===== config.mk =====
export PLATFORM = sky130hd
export DESIGN_NAME = smp_store_port
export DESIGN_NICKNAME = d
export VERILOG_FILES = /design/src/rtl/smp_store_pkg.sv /design/src/rtl/smp_sync.sv /design/src/rtl/smp_addr_ctr.sv /design/src/rtl/smp_lane_path.sv /design/src/rtl/smp_store_port.sv
export SDC_FILE = /design/constraint.sdc
export NUM_CORES = 1
export LEC_CHECK = 0
export BUFFER_PORTS_ARGS = -buffer_cell sky130_fd_sc_hd__buf_4
export CAP_MARGIN = 10
export CORE_ASPECT_RATIO = 0.5
export CORE_UTILIZATION = 44
export CTS_CLUSTER_DIAMETER = 60
export DETAILED_ROUTE_END_ITERATION = 7
export GPL_ROUTABILITY_DRIVEN = 0
export MAX_ROUTING_LAYER = met4
export PLACE_DENSITY = 0.88
export SYNTH_ARGS = -nofsm -noshare
export SYNTH_HDL_FRONTEND = slang
export SYNTH_SLANG_ARGS = --single-unit
export TNS_END_PERCENT = 100

===== constraint.sdc =====
create_clock -name clk -period 1.8 [get_ports clk]
set_input_delay 0.27 -clock clk [delete_from_list [all_inputs] [get_ports clk]]
set_output_delay 0.27 -clock clk [all_outputs]
set_load 0.005 [all_outputs]

===== src/rtl/smp_store_pkg.sv =====
package smp_store_pkg;
  localparam int HOST_W = 8;
  localparam int SYNC_STAGES = 2;

  typedef enum logic {
    LANE_LO = 1'b0,
    LANE_HI = 1'b1
  } lane_e;
endpackage


===== src/rtl/smp_sync.sv =====
module smp_sync #(
  parameter int W = 1,
  parameter int STAGES = 2,
  parameter logic [W-1:0] RST_VAL = '1
) (
  input  logic         clk,
  input  logic         rst_n,
  input  logic [W-1:0] d,
  output logic [W-1:0] q
);
  logic [STAGES-1:0][W-1:0] st_q;
  logic [STAGES-1:0][W-1:0] st_d;

  always_comb begin
    st_d[0] = d;
    for (int i = 1; i < STAGES; i++) begin
      st_d[i] = st_q[i-1];
    end
  end

  always_ff @(posedge clk or negedge rst_n) begin
    if (!rst_n) begin
      st_q <= {STAGES{RST_VAL}};
    end else begin
      st_q <= st_d;
    end
  end

  assign q = st_q[STAGES-1];
endmodule


===== src/rtl/smp_addr_ctr.sv =====
module smp_addr_ctr #(
  parameter int ADDR_W = 12
) (
  input  logic              clk,
  input  logic              rst_n,
  input  logic              clr,
  input  logic              evt,
  output logic [ADDR_W-1:0] addr,
  output logic              inc
);
  localparam logic [ADDR_W-1:0] ADDR_MAX = '1;

  logic              flag_q, flag_d, flag_en;
  logic [ADDR_W-1:0] addr_q, addr_d;
  logic              addr_en;

  // step pulse: flag and counter LSB disagree until the counter catches up
  assign inc = flag_q ^ addr_q[0];

  always_comb begin
    flag_en = clr | evt;
    flag_d  = clr ? 1'b0 : ~flag_q;
    addr_en = clr | inc;
    addr_d  = clr ? '0 : addr_q + 1'b1;
  end

  always_ff @(posedge clk or negedge rst_n) begin
    if (!rst_n) begin
      flag_q <= 1'b0;
    end else if (flag_en) begin
      flag_q <= flag_d;
    end
  end

  always_ff @(posedge clk or negedge rst_n) begin
    if (!rst_n) begin
      addr_q <= '0;
    end else if (addr_en) begin
      addr_q <= addr_d;
    end
  end

  assign addr = addr_q;

  // an isolated access yields a one-cycle step
  a_r2_single_step: assert property (@(posedge clk) disable iff (!rst_n)
    (inc && !evt && !clr) |=> !inc);
  // no step, no movement
  a_r1_hold: assert property (@(posedge clk) disable iff (!rst_n)
    (!inc && !clr) |=> $stable(addr_q));
  // a step moves by one
  a_r1_plus_one: assert property (@(posedge clk) disable iff (!rst_n)
    (inc && !clr && addr_q != ADDR_MAX) |=> addr_q == $past(addr_q) + 1'b1);
  // wrap to zero
  a_r3_wrap: assert property (@(posedge clk) disable iff (!rst_n)
    (inc && !clr && addr_q == ADDR_MAX) |=> addr_q == '0);
  // clear returns to start state
  a_r4_clear: assert property (@(posedge clk) disable iff (!rst_n)
    clr |=> (addr_q == '0 && !flag_q && !inc));
endmodule


===== src/rtl/smp_lane_path.sv =====
module smp_lane_path
  import smp_store_pkg::*;
#(
  parameter int WORD_W = 12
) (
  input  logic              lane_hi,
  input  logic [HOST_W-1:0] host_wdata,
  input  logic [WORD_W-1:0] word_rdata,
  output logic [HOST_W-1:0] host_rdata,
  output logic [WORD_W-1:0] word_wdata
);
  localparam int HI_W = WORD_W - HOST_W;

  lane_e sel;
  assign sel = lane_e'(lane_hi);

  always_comb begin
    if (sel == LANE_HI) begin
      host_rdata = {{(HOST_W-HI_W){1'b0}}, word_rdata[WORD_W-1:HOST_W]};
      word_wdata = {host_wdata[HI_W-1:0], word_rdata[HOST_W-1:0]};
    end else begin
      host_rdata = word_rdata[HOST_W-1:0];
      word_wdata = {word_rdata[WORD_W-1:HOST_W], host_wdata};
    end
  end
endmodule


===== src/rtl/smp_store_port.sv =====
module smp_store_port
  import smp_store_pkg::*;
#(
  parameter int ADDR_W = 12,
  parameter int WORD_W = 12
) (
  input  logic              clk,
  input  logic              rst_n,
  input  logic              brd_sel_n,
  input  logic              mem_sel_n,
  input  logic              rd_n,
  input  logic              wr_n,
  input  logic              lane_hi,
  input  logic [7:0]        hbus_in,
  output logic [7:0]        hbus_out,
  output logic              hbus_oe,
  input  logic              bypass_n,
  output logic [ADDR_W-1:0] mem_addr,
  input  logic [WORD_W-1:0] mem_rdata,
  output logic [WORD_W-1:0] mem_wdata,
  output logic              mem_we
);
  localparam int HI_W = WORD_W - HOST_W;
  localparam int NSYNC = 4;

  logic [NSYNC-1:0] raw_in, syn_q;
  logic bypass_s, brd_s, rd_s, wr_s;
  logic rd_p, wr_p;
  logic rd_fall, wr_fall, acc_evt, wr_evt;
  logic step;
  logic [HOST_W-1:0] lane_rdata;

  assign raw_in = {bypass_n, brd_sel_n, rd_n, wr_n};

  smp_sync #(.W(NSYNC), .STAGES(SYNC_STAGES), .RST_VAL('1)) u_sync (
    .clk   (clk),
    .rst_n (rst_n),
    .d     (raw_in),
    .q     (syn_q)
  );

  assign {bypass_s, brd_s, rd_s, wr_s} = syn_q;

  always_ff @(posedge clk or negedge rst_n) begin
    if (!rst_n) begin
      rd_p <= 1'b1;
      wr_p <= 1'b1;
    end else begin
      rd_p <= rd_s;
      wr_p <= wr_s;
    end
  end

  always_comb begin
    rd_fall = rd_p & ~rd_s;
    wr_fall = wr_p & ~wr_s;
    acc_evt = (rd_fall | wr_fall) & ~brd_s;
    wr_evt  = wr_fall & ~brd_s & ~mem_sel_n;
  end

  smp_addr_ctr #(.ADDR_W(ADDR_W)) u_ctr (
    .clk   (clk),
    .rst_n (rst_n),
    .clr   (~bypass_s),
    .evt   (acc_evt),
    .addr  (mem_addr),
    .inc   (step)
  );

  smp_lane_path #(.WORD_W(WORD_W)) u_lane (
    .lane_hi    (lane_hi),
    .host_wdata (hbus_in),
    .word_rdata (mem_rdata),
    .host_rdata (lane_rdata),
    .word_wdata (mem_wdata)
  );

  assign hbus_oe  = ~brd_sel_n & ~mem_sel_n & ~rd_n;
  assign hbus_out = hbus_oe ? lane_rdata : '0;
  assign mem_we   = wr_evt;

  // strobe edge detector gives one-cycle events
  a_r2_evt_pulse: assert property (@(posedge clk) disable iff (!rst_n)
    acc_evt |=> !acc_evt);
  // write enable is a single cycle
  a_r6_we_pulse: assert property (@(posedge clk) disable iff (!rst_n)
    mem_we |=> !mem_we);
  // no write without memory select
  a_r7_no_we_unsel: assert property (@(posedge clk) disable iff (!rst_n)
    mem_sel_n |-> !mem_we);
  // upper-lane write keeps the low lane
  a_r6_keep_lo: assert property (@(posedge clk) disable iff (!rst_n)
    (mem_we && lane_hi) |-> mem_wdata[HOST_W-1:0] == mem_rdata[HOST_W-1:0]);
  // lower-lane write keeps the upper lane
  a_r6_keep_hi: assert property (@(posedge clk) disable iff (!rst_n)
    (mem_we && !lane_hi) |-> mem_wdata[WORD_W-1:HOST_W] == mem_rdata[WORD_W-1:HOST_W]);
  // upper lane read pads the high bits with zero
  a_r5_hi_pad: assert property (@(posedge clk) disable iff (!rst_n)
    (hbus_oe && lane_hi) |-> hbus_out[HOST_W-1:HI_W] == '0);
  // quiet bus when not driving
  a_r5_quiet: assert property (@(posedge clk) disable iff (!rst_n)
    !hbus_oe |-> hbus_out == '0);
endmodule


# After elaboration in Yosys (flattened, before gate mapping)

Cells that the tools add are included.

Muxes and demuxes: 5
Bitwise logic cells: 19
Add/subtract/negate cells: 1

Operator list:

| cell                                                            | number |
|---|---|
| 12-bit two-way mux                                              | 2 |
| 8-bit two-way mux                                               | 2 |
| 12-bit by 1-bit adder with 12-bit output, second input constant | 1 |
| 1-bit NOT                                                       | 8 |
| 1-bit bitwise AND                                               | 7 |
| 1-bit OR                                                        | 3 |
| 1-bit two-way mux                                               | 1 |
| 1-bit XOR                                                       | 1 |

Flip-flop bits (word level): 23
Word-level logic and storage cells: 31
Bits of input ports: 28

# Logic depth before layout (Yosys ltp)

Gate-level depths: netlist (run 1).

Word-level depth: 5
Mapped depth: 4
Gate-level depth less buffers: 4

# By module

From an unflattened synthesis (run 1), not the netlist that was laid out.

Cell total of the unflattened synthesis: 112
Area total of the unflattened synthesis: 1312.5 µm²

By module, submodules not included:

| module         | sequential area each (µm²) | area an instance (µm²) | times used | cells each |
|---|---|---|---|---|
| smp_addr_ctr   | 325.3                      | 669.4                  | 1          | 66 |
| smp_lane_path  | 0.0                        | 287.8                  | 1          | 22 |
| smp_sync       | 210.2                      | 210.2                  | 1          | 8 |
| smp_store_port | 52.6                       | 145.1                  | 1          | 16 |

# Worst setup path after synthesis (run 1)

OpenSTA, ideal clock, no wires.

Path type: input to output
From: input port mem_sel_n
To: output port hbus_out[4]
Data arrival time: 1051 ps
Stages: 4
Required time: 1530 ps
Setup slack: 479 ps
Path through: or3_1 -> clkbuf_1 -> nor2_1 -> and2_1

Word-level cells in the longest chain between the ends: 4

Ends and longest elaborated chain:

| element                        | RTL line             | source |
|---|---|---|
| start: declaration             | smp_store_port.sv:10 | `input logic mem_sel_n,` |
| 1-bit NOT                      | smp_store_port.sv:78 | `assign hbus_oe = ~brd_sel_n & ~mem_sel_n & ~rd_n;` |
| 1-bit bitwise AND (2 in a row) | smp_store_port.sv:78 |  |
| 8-bit two-way mux              | smp_store_port.sv:79 | `assign hbus_out = hbus_oe ? lane_rdata : '0;` |
| end: declaration               | smp_store_port.sv:15 | `output logic [7:0] hbus_out,` |

No other way between the ends.

# Final worst setup path (run 1)

From: input port mem_sel_n
To: output port hbus_out[7]

Same word-level chain as after synthesis.

==> results.md, run 1 <==
* Cells after Synth at 103
* Top FF cell, synth: dfrtp_1
* Post-DP Area at 1683 um2
* RSZ-0062 raised after global routing: no
* Synth cell types at 31
* Hold Path Depth at 1
* Setup TNS at 0 ps
* Dpl hpwl at 2035 um
* Relative slew margins at 76.31%
* Chip height at 38.91 um
* Average size of a mapped cell at 11.64 um2
* Synthesized area at 1199 um2
* GRT Total Usage at 20.84%
* FF/Latch Area at 588.1 um2
* CTS root buf: clkbuf_8
* Drt pass-1 iters at 2
* Die span in x at 75.82 um
* Nets at 195
* Initial Util at 50.21%
* Hold/Removal Path Class: primary input to register
* CTS resizes at 0
* Share of layout cells above drive strength 1 at 56.97%
* Synth-to-Final Area Change at 45.20%
* Worst vdd ir at 0.2512 mV
* Fraction of registers with async set/reset at 100.0%
* Worst R2R Setup Slack at 360 ps
* Power per cell area at 600.8 nW/um2
* Drt initial violations at 51
* Worst skew pair latency at 260 ps
* Hold path endpoint: u_sync.st_d[4]
* Period minus WS final at 1581 ps
* Core Footprint at 2387 um2
* Antenna-violating nets left at 0
* Design Power at 1.046 mW
* Worst r2r dst: u_ctr.addr[10]
* Sequential share of the synthesized area at 49.06%
* Max cap viols at 0
* # setup viols final at 0
* Critical path class: primary input to output pin
* Cells on worst reg2reg path at 4
* Design Area, Final at 1740 um2
* Critical path arrival at 1310 ps
* Worst setup SP type: primary input
* PortBufs at 61
* Leakage Power at 0.8573 nW
* GRT overflow at 0
* Maximum clock rate at 632.7 MHz
* Via count at 1,001
* Clk slew on worst S/H paths at 80 ps
* H-tree levels at 1
* Share of the clock period used by the worst path at 87.81%
* CTS tree: done
* Number of clock sinks at 23
* CP required at 1530 ps
* Final Non-Filler Cells at 200
* First-pass GRT wire length at 4209 um
* Worst Setup End Kind: output pin
* Slew @ Worst Pin at 350.7 ps
* Crit Reg-Reg Startpoint: u_ctr.addr[0]
* Clock Skew at 2.076 ps
* Hold_sp: wr_n
* Slew Limit Fails at 0
* Antenna violations before repair at 0
* Placed insts at 195
* Rows at 12
* Io pins at 62
* Largest net degree at the start of global routing at 24
* Warning count from the yosys run at 0
* Crit path max fanout at 6
* ANT cells at 0
* Syn_nets at 132
* Wire per inst at 13.24 um
* Final-report hold violation count at 0
* Multi-input gate area at 585.6 um2
* Number of global-route vias before repair at 978
* #FFs+latches synth at 23
* Outcome: complete, no violations
* EDFF count, synth at 0
* Die Outline Area at 2950 um2
* Total wire length at 2648 um
* Clock buffer count from CTS at 3
* CTS max path bufs at 2
* Layout fillers at 164
* Final routed DRC violation total at 0
* Routed vias/inst at 5.005
* Final core utilization at 72.90%
critical path, cell delays in order:
cell    delay [ps]
buf_4          110
or3_1          460
nor2_1         200
and2_1         160
buf_4          100
where the power goes:
group / total (mW) / switching [mW] / internal, mW
registers: 0.555 / 0.0140 / 0.541
logic: 0.171 / 0.0630 / 0.108
clock network: 0.320 / 0.163 / 0.158
synth_stat cells (2+ instances only):
library cell  number  area share [%]
nand3_2            2             1.7
inv_1              2            0.63
nand4_1            3             1.6
buf_2              2            0.84
nor2_1             5             1.6
or3_1              3             1.6
dfstp_2           10              22
clkbuf_1           2            0.63
xnor2_1            3             2.2
o21ai_0            2            0.84
a21boi_1           2             1.3
mux2_2            12              11
and2_1            10             5.2
xor2_1             3             2.2
nand2b_1           4             2.1
o311ai_1           2             1.5
o41ai_1            2             1.5
dfrtp_1           13              27
mux2i_1            5             4.2
nand2_1            5             1.6
sequential cells by signal, summed over array words and instances, names as in the netlist:
register / count
u_ctr.addr: 12
u_sync.q: 4
u_sync.st_d: 4
rd_p: 1
u_ctr.flag_q: 1
wr_p: 1
cell type report:
class | count | area share, %
clock inverter | 1 | 0.3595
inverter | 2 | 0.4313
sequential | 23 | 33.79
timing repair buffer | 62 | 26.89
clock buffer | 3 | 2.372
tap | 35 | 2.516
multi-input combinational | 74 | 33.64
per-stage QoR:
stage / setup slack (ps) / hold slack (ps)
CTS: 229.5 / 100.1
global placement: 247.4 / 173.0
finish: 219.4 / 109.2
global route: 151.9 / 91.64
detailed placement: 239.4 / 178.6
floorplan: 479.2 / -25.59
logic make-up (layout without fill, tap and decap cells):
group,after synthesis,count (layout),share of synthesized area (%)
DFF,23,23,49.06
muxes,17,17,15.45
AOI/OAI and AO/OA,11,11,6.681
adders and majority gates,1,1,1.044
buffers and inverters,6,68,2.088
xor gates and xnor gates,7,7,5.742
and+or+nand+nor,38,38,19.94
cell usage in the layout (no fill, tap or decap):
master,count
a21boi_1,2
a21oi_1,1
and2_1,10
and2_2,1
buf_4,61
clkbuf_8,3
dfrtp_1,13
dfstp_2,10
dlygate4sd3_1,1
ha_1,1
inv_1,2
inv_4,1
mux2_2,12
mux2i_1,5
nand2_1,5
nand2b_1,4
nand3_2,2
nand4_1,3
nand4b_2,1
nor2_1,5
nor2b_1,1
nor3_1,1
nor3_2,1
nor4_2,1
o211ai_1,1
o21ai_0,2
o311ai_1,2
o31ai_1,1
o41ai_1,2
or3_1,3
xnor2_1,3
xor2_1,3
xor2_2,1
worst max-delay path by stage:
stage	start	end	cells past startpoint
floorplan	mem_sel_n	hbus_out[4]	4
global placement	mem_sel_n	hbus_out[7]	5
detailed placement	mem_sel_n	hbus_out[7]	5
CTS	mem_sel_n	hbus_out[7]	5
global route	mem_sel_n	hbus_out[6]	5
finish	mem_sel_n	hbus_out[7]	5
repair_timing:
action	in CTS	in global routing
hold buffers	1	0
hold endpoints to repair	13	0
buffers inserted	0	0
per-layer routing:
metal / track usage, % / up-vias / routed length [um]
li1: - / 492 / -
met1: 22.01 / 469 / 1093
met2: 37.39 / 38 / 1326
met3: 8.073 / 2 / 208
met4: 5.556 / 0 / 19
met5: - / - / 0
Note: power is estimated with default switching activity, not from simulation.
==> inputs of run 2 (changes only) <==
- clock period: 1.8 -> 1.6 ns (I/O delays scaled with it)
==> results.md, run 2 (synthesis results as in run 1) <==
* Power per cell area at 672.3 nW/um2 (+12%)
* Crit path max fanout at 4 (-2)
* Hold/Removal Path Class: primary input to register
* Final-report hold violation count at 0 (unchanged)
* Leakage Power at 0.8616 nW (+0.50%)
* GRT Total Usage at 19.80% (-1.0 points)
* Share of layout cells above drive strength 1 at 57.23% (+0.26 points)
* ANT cells at 0 (unchanged)
* # Post-CTS Setup Buffers at 0 (unchanged)
* Wire per inst at 12.86 um (-2.9%)
* H-tree levels at 1 (unchanged)
* Antenna violations before repair at 0 (unchanged)
* Layout fillers at 176 (+7.3%)
* Dpl ws at 162.5 ps (-76.97 ps)
* Worst Setup End Kind: output pin
* Core Footprint at 2387 um2 (unchanged)
* Number of clock sinks at 23 (unchanged)
* Clock Skew at 0.7602 ps (-1.316 ps)
* CP required at 1360 ps (-170 ps)
* Final Non-Filler Cells at 201 (+0.50%)
* Clock buffer count from CTS at 3 (unchanged)
* Io pins at 62 (unchanged)
* CTS root buf: clkbuf_8
* Multi-input gate area at 585.6 um2 (unchanged)
* # setup viols final at 0 (unchanged)
* Period minus WS final at 1454 ps
* Worst skew pair latency at 260 ps (about the same)
* Maximum clock rate at 687.9 MHz
* First-pass GRT wire length at 4050 um (-3.8%)
* Slew Limit Fails at 0 (unchanged)
* CP delay by family, top: simple AND/OR/NAND/NOR gates
* Crit-path max cell delay at 380 ps (-80 ps)
* Commonest cells after routing, fill and taps aside: buf_4, dfrtp_1, mux2_2
* Max cap viols at 0 (unchanged)
* Antenna-violating nets left at 0 (unchanged)
* Critical path cell sequence: buf_4, or3_1, nor2_1, and2_1, buf_4
* Max reg flops at 12 (unchanged)
* Nets at 196 (+0.51%)
* Setup TNS at 0 ps (unchanged)
* Hold_ws at 79.33 ps (-29.85 ps)
* PortBufs at 61 (unchanged)
* Top cell by count, worst path: buf_4
* GRT overflow at 0 (unchanged)
* Rows at 12 (unchanged)
* Critical path arrival at 1210 ps (-100 ps)
* RSZ-0062 raised after global routing: no
* CP bufs+invs at 2 (unchanged)
* Synth-to-Final Area Change at 45.82%
* Chip height at 38.91 um (unchanged)
* Die span in x at 75.82 um (unchanged)
* Worst vdd ir at 0.3613 mV (+44%)
* Routed vias/inst at 5.025 (+0.40%)
* Worst setup SP type: primary input
* Clk slew on worst S/H paths at 80 ps (about the same)
* Total wire length at 2585 um (-2.4%)
* Fin worst setup slack at 146.4 ps (-73.01 ps)
* Die Outline Area at 2950 um2 (unchanged)
* CTS max path bufs at 2 (unchanged)
* Share of the clock period used by the worst path at 90.85%
* Via count at 1,010 (+0.90%)
* Number of global-route vias before repair at 962 (-1.6%)
* Relative slew margins at 78.91% (+2.6 points)
* Largest net degree at the start of global routing at 24 (unchanged)
* Most common cell after layout, fill and taps aside: buf_4
* Outcome: complete, no violations
* Drt initial violations at 41 (-20%)
* Critical path class: primary input to output pin
* FF/Latch Area at 588.1 um2 (unchanged)
* Final routed DRC violation total at 0 (unchanged)
* Initial Util at 50.21% (unchanged)
* Drt pass-1 iters at 4 (+2)
* Dpl hpwl at 2034 um (about the same)
* Slew @ Worst Pin at 312.2 ps (-38.50 ps)
* Placed insts at 196 (+0.51%)
* Worst path slowest cell: or3_1
* CTS tree: done
## run 2: cell types whose count changed in the layout (fill, tap and decap cells not counted)
cell and delta:
buf_4 +1
## run 2: final cells by class
type / count / share of cell area [%]
inverters: 2 / 0.4295
multi-input cells: 74 / 33.50
flip-flops and latches: 23 / 33.64
well taps: 35 / 2.505
repair buffers: 63 / 27.20
clock buffers: 3 / 2.362
clock inverters: 1 / 0.3579
## run 2: path summary, 6_finish.rpt
path | start | endpoint | slack (ps) | depth (start not counted)
setup reg to reg | u_ctr.addr[0] | u_ctr.addr[8] | 180 | 4
min in group asynchronous | rst_n | u_ctr.flag_q | 410 | 2
max in group asynchronous | rst_n | u_sync.q[0] | 910 | 2
setup / recovery | mem_sel_n | hbus_out[7] | 150 | 5
hold / removal | bypass_n | u_sync.st_d[7] | 80 | 1
hold reg to reg | u_sync.st_d[5] | u_sync.q[1] | 360 | 0
## run 2: per-layer routing
layer	routed length, um	global-route usage [%]
met3	220	9.115
met1	1078	21.79
met4	0	5.093
met5	0	-
met2	1286	33.19
## run 2: worst register-to-register path, stage by stage, from the launching register on
cell	delay (ps)
dfrtp_1	450
xor2_2	280
nand3_2	170
o311ai_1	270
o41ai_1	130
## run 2: power breakdown
part           internal, mW  switching, mW
sequential            0.608         0.0154
clock                 0.177          0.181
combinational         0.122         0.0707
total                 0.908          0.267
## run 2: stage by stage
step	utilization (%)	power [mW]	area [um2]
after detailed placement	70.81	0.8277	1690
after floorplan	-	0.7047	1199
final	73.22	1.175	1748
after global routing	73.22	1.233	1748
after CTS	73.22	1.195	1748
after global placement	70.81	0.8238	1690
## run 2: repair_timing
action	in CTS	in global routing
endpoints found under the hold margin	13	0
gates resized for setup	0	0
hold buffers	1	0
==> inputs of run 3 (changes only) <==
- CORE_MARGIN: not set -> 8
- PLACE_DENSITY: 0.88 -> not set
- PLACE_DENSITY_LB_ADDON: not set -> 0.1
==> results.md, run 3 (synthesis results as in run 1) <==
* Relative slew margins at 81.65% (+2.7 points)
* Outcome: complete, no violations
* Leakage Power at 0.8584 nW (-0.38%)
* Critical path class: primary input to output pin
* Synth-to-Final Area Change at 45.82% (unchanged)
* Part of the power in registers at 54.1% (+1.0 points)
* Clock power frac at 29.0% (-1.5 points)
* Worst skew pair latency at 250 ps (about the same)
* Power per cell area at 660.6 nW/um2 (-1.7%)
* Antenna violations before repair at 0 (unchanged)
* Psw at 246.6 uW (-7.7%)
* Io pins at 62 (unchanged)
* Clock buffer count from CTS at 3 (unchanged)
* Via count at 1,005 (-0.50%)
* CTS max path bufs at 2 (unchanged)
* Slew Limit Fails at 0 (unchanged)
* Nets at 196 (unchanged)
* Logic pwr share at 16.8% (+0.4 points)
* Fin worst setup slack at 173.2 ps (+26.84 ps)
* Core Footprint at 2586 um2 (+8.3%)
* # Post-CTS Setup Buffers at 0 (unchanged)
* Post-DP Area at 1693 um2 (+0.15%)
* GRT overflow at 0 (unchanged)
* PortBufs at 61 (unchanged)
* Final routed DRC violation total at 0 (unchanged)
* Total wire length at 3053 um (+18%)
* CTS root buf: clkbuf_8
* Final-report hold violation count at 0 (unchanged)
* Largest net degree at the start of global routing at 24 (unchanged)
* Worst setup SP type: primary input
* Design Area, Final at 1748 um2 (unchanged)
* Critical path arrival at 1190 ps (-20 ps)
* CP required at 1360 ps (about the same)
* Switching Fraction at 21.36% (-1.4 points)
* Hold/Removal Path Class: primary input to register
* Dpl hpwl at 2518 um (+24%)
* H-tree levels at 1 (unchanged)
* Maximum clock rate at 700.9 MHz (+1.9%)
* Most common cell after layout, fill and taps aside: buf_4
* Die span in x at 89.82 um (+18%)
* Wire per inst at 15.04 um (+17%)
* Die Outline Area at 4752 um2 (+61%)
* Period minus WS final at 1427 ps (-26.84 ps)
* Clk slew on worst S/H paths at 70 ps (about the same)
* Cells on worst reg2reg path at 4 (unchanged)
* Drt initial violations at 24 (-41%)
* Routed vias/inst at 4.951 (-1.5%)
* Commonest cells after routing, fill and taps aside: buf_4, dfrtp_1, mux2_2
* Rows at 13 (+1)
* Setup TNS at 0 ps (unchanged)
* Share of layout cells above drive strength 1 at 56.63% (-0.60 points)
* P_int at 908.1 uW (about the same)
* CTS resizes at 0 (unchanged)
* Dpl ws at 169.8 ps (+7.367 ps)
* Max cap viols at 0 (unchanged)
* Chip height at 52.91 um (+36%)
* Worst vdd ir at 0.5053 mV (+40%)
* Initial Util at 46.35% (-3.9 points)
* Drt pass-1 iters at 4 (unchanged)
* GRT Total Usage at 13.34% (-6.5 points)
* Number of clock sinks at 23 (unchanged)
* Share of the clock period used by the worst path at 89.17% (-1.7 points)
* Crit path max fanout at 4 (unchanged)
* ANT cells at 0 (unchanged)
* RSZ-0062 raised after global routing: no
* CTS tree: done
* Layout fillers at 207 (+18%)
* First-pass GRT wire length at 4988 um (+23%)
* Hold Path Depth at 1 (unchanged)
* Design Power at 1.155 mW (-1.7%)
* Clock Skew at 5.369 ps (+4.609 ps)
* # setup viols final at 0 (unchanged)
* Antenna-violating nets left at 0 (unchanged)
* Number of global-route vias before repair at 1,089 (+13%)
* Slew @ Worst Pin at 275.3 ps (-36.92 ps)
* Worst Setup End Kind: output pin
* Max reg flops at 12 (unchanged)
-- run 3: routing by layer --
metal / wire [um] / part of all wire (%) / GRT usage [%]
met2: 1309 / 43 / 21.07
met1: 1291 / 42 / 14.02
met4: 14 / 0.46 / 1.662
met3: 437 / 14 / 9.155
met5: 0 / 0 / -
-- run 3: critical path, stage by stage --
cell	delay [ps]
buf_4	110
or3_1	380
nor2_1	170
and2_1	170
buf_4	110
-- run 3: power by group through the flow --
stage	Sequential, mW	Combinational [mW]	Clock (mW)
after floorplan	0.629	0.0754	0
after global placement	0.635	0.194	0
after detailed placement	0.636	0.196	0
after CTS	0.625	0.199	0.350
after global routing	0.628	0.213	0.370
final	0.625	0.194	0.335
-- run 3: timing repair --
action                                  CTS  global route
hold buffers                              1             0
endpoints found under the setup margin    0             0
endpoints found under the hold margin    13             0
-- run 3: metrics by stage --
stage / util [%] / std cells / hold WS, ps
2_1_floorplan: - / 103 / -55.59
3_3_place_gp: 65.46 / 198 / 145.6
3_5_place_dp: 65.46 / 198 / 145.4
4_1_cts: 67.59 / 203 / 82.91
5_1_grt: 67.59 / 203 / 74.04
6_report: 67.59 / 203 / 87.69
-- run 3: path summary, 6_finish.rpt --
check / slack [ps] / end / start
setup / recovery: 170 / hbus_out[7] / mem_sel_n
hold / removal: 90 / u_sync.st_d[7] / bypass_n
setup reg to reg: 200 / u_ctr.addr[8] / u_ctr.addr[0]
hold reg to reg: 360 / u_sync.q[3] / u_sync.st_d[7]
max in group asynchronous: 910 / wr_p / rst_n
min in group asynchronous: 410 / u_ctr.addr[4] / rst_n
-- run 3: area by class of cell --
| type | instances | area [um2] | area share, % |
|---|---|---|---|
| multi-input combinational | 74 | 585.6 | 33.50 |
| clock buffer | 4 | 45.04 | 2.577 |
| sequential | 23 | 588.1 | 33.64 |
| inverter | 2 | 7.507 | 0.4295 |
| tap | 37 | 46.29 | 2.649 |
| timing repair buffer | 63 | 475.5 | 27.20 |
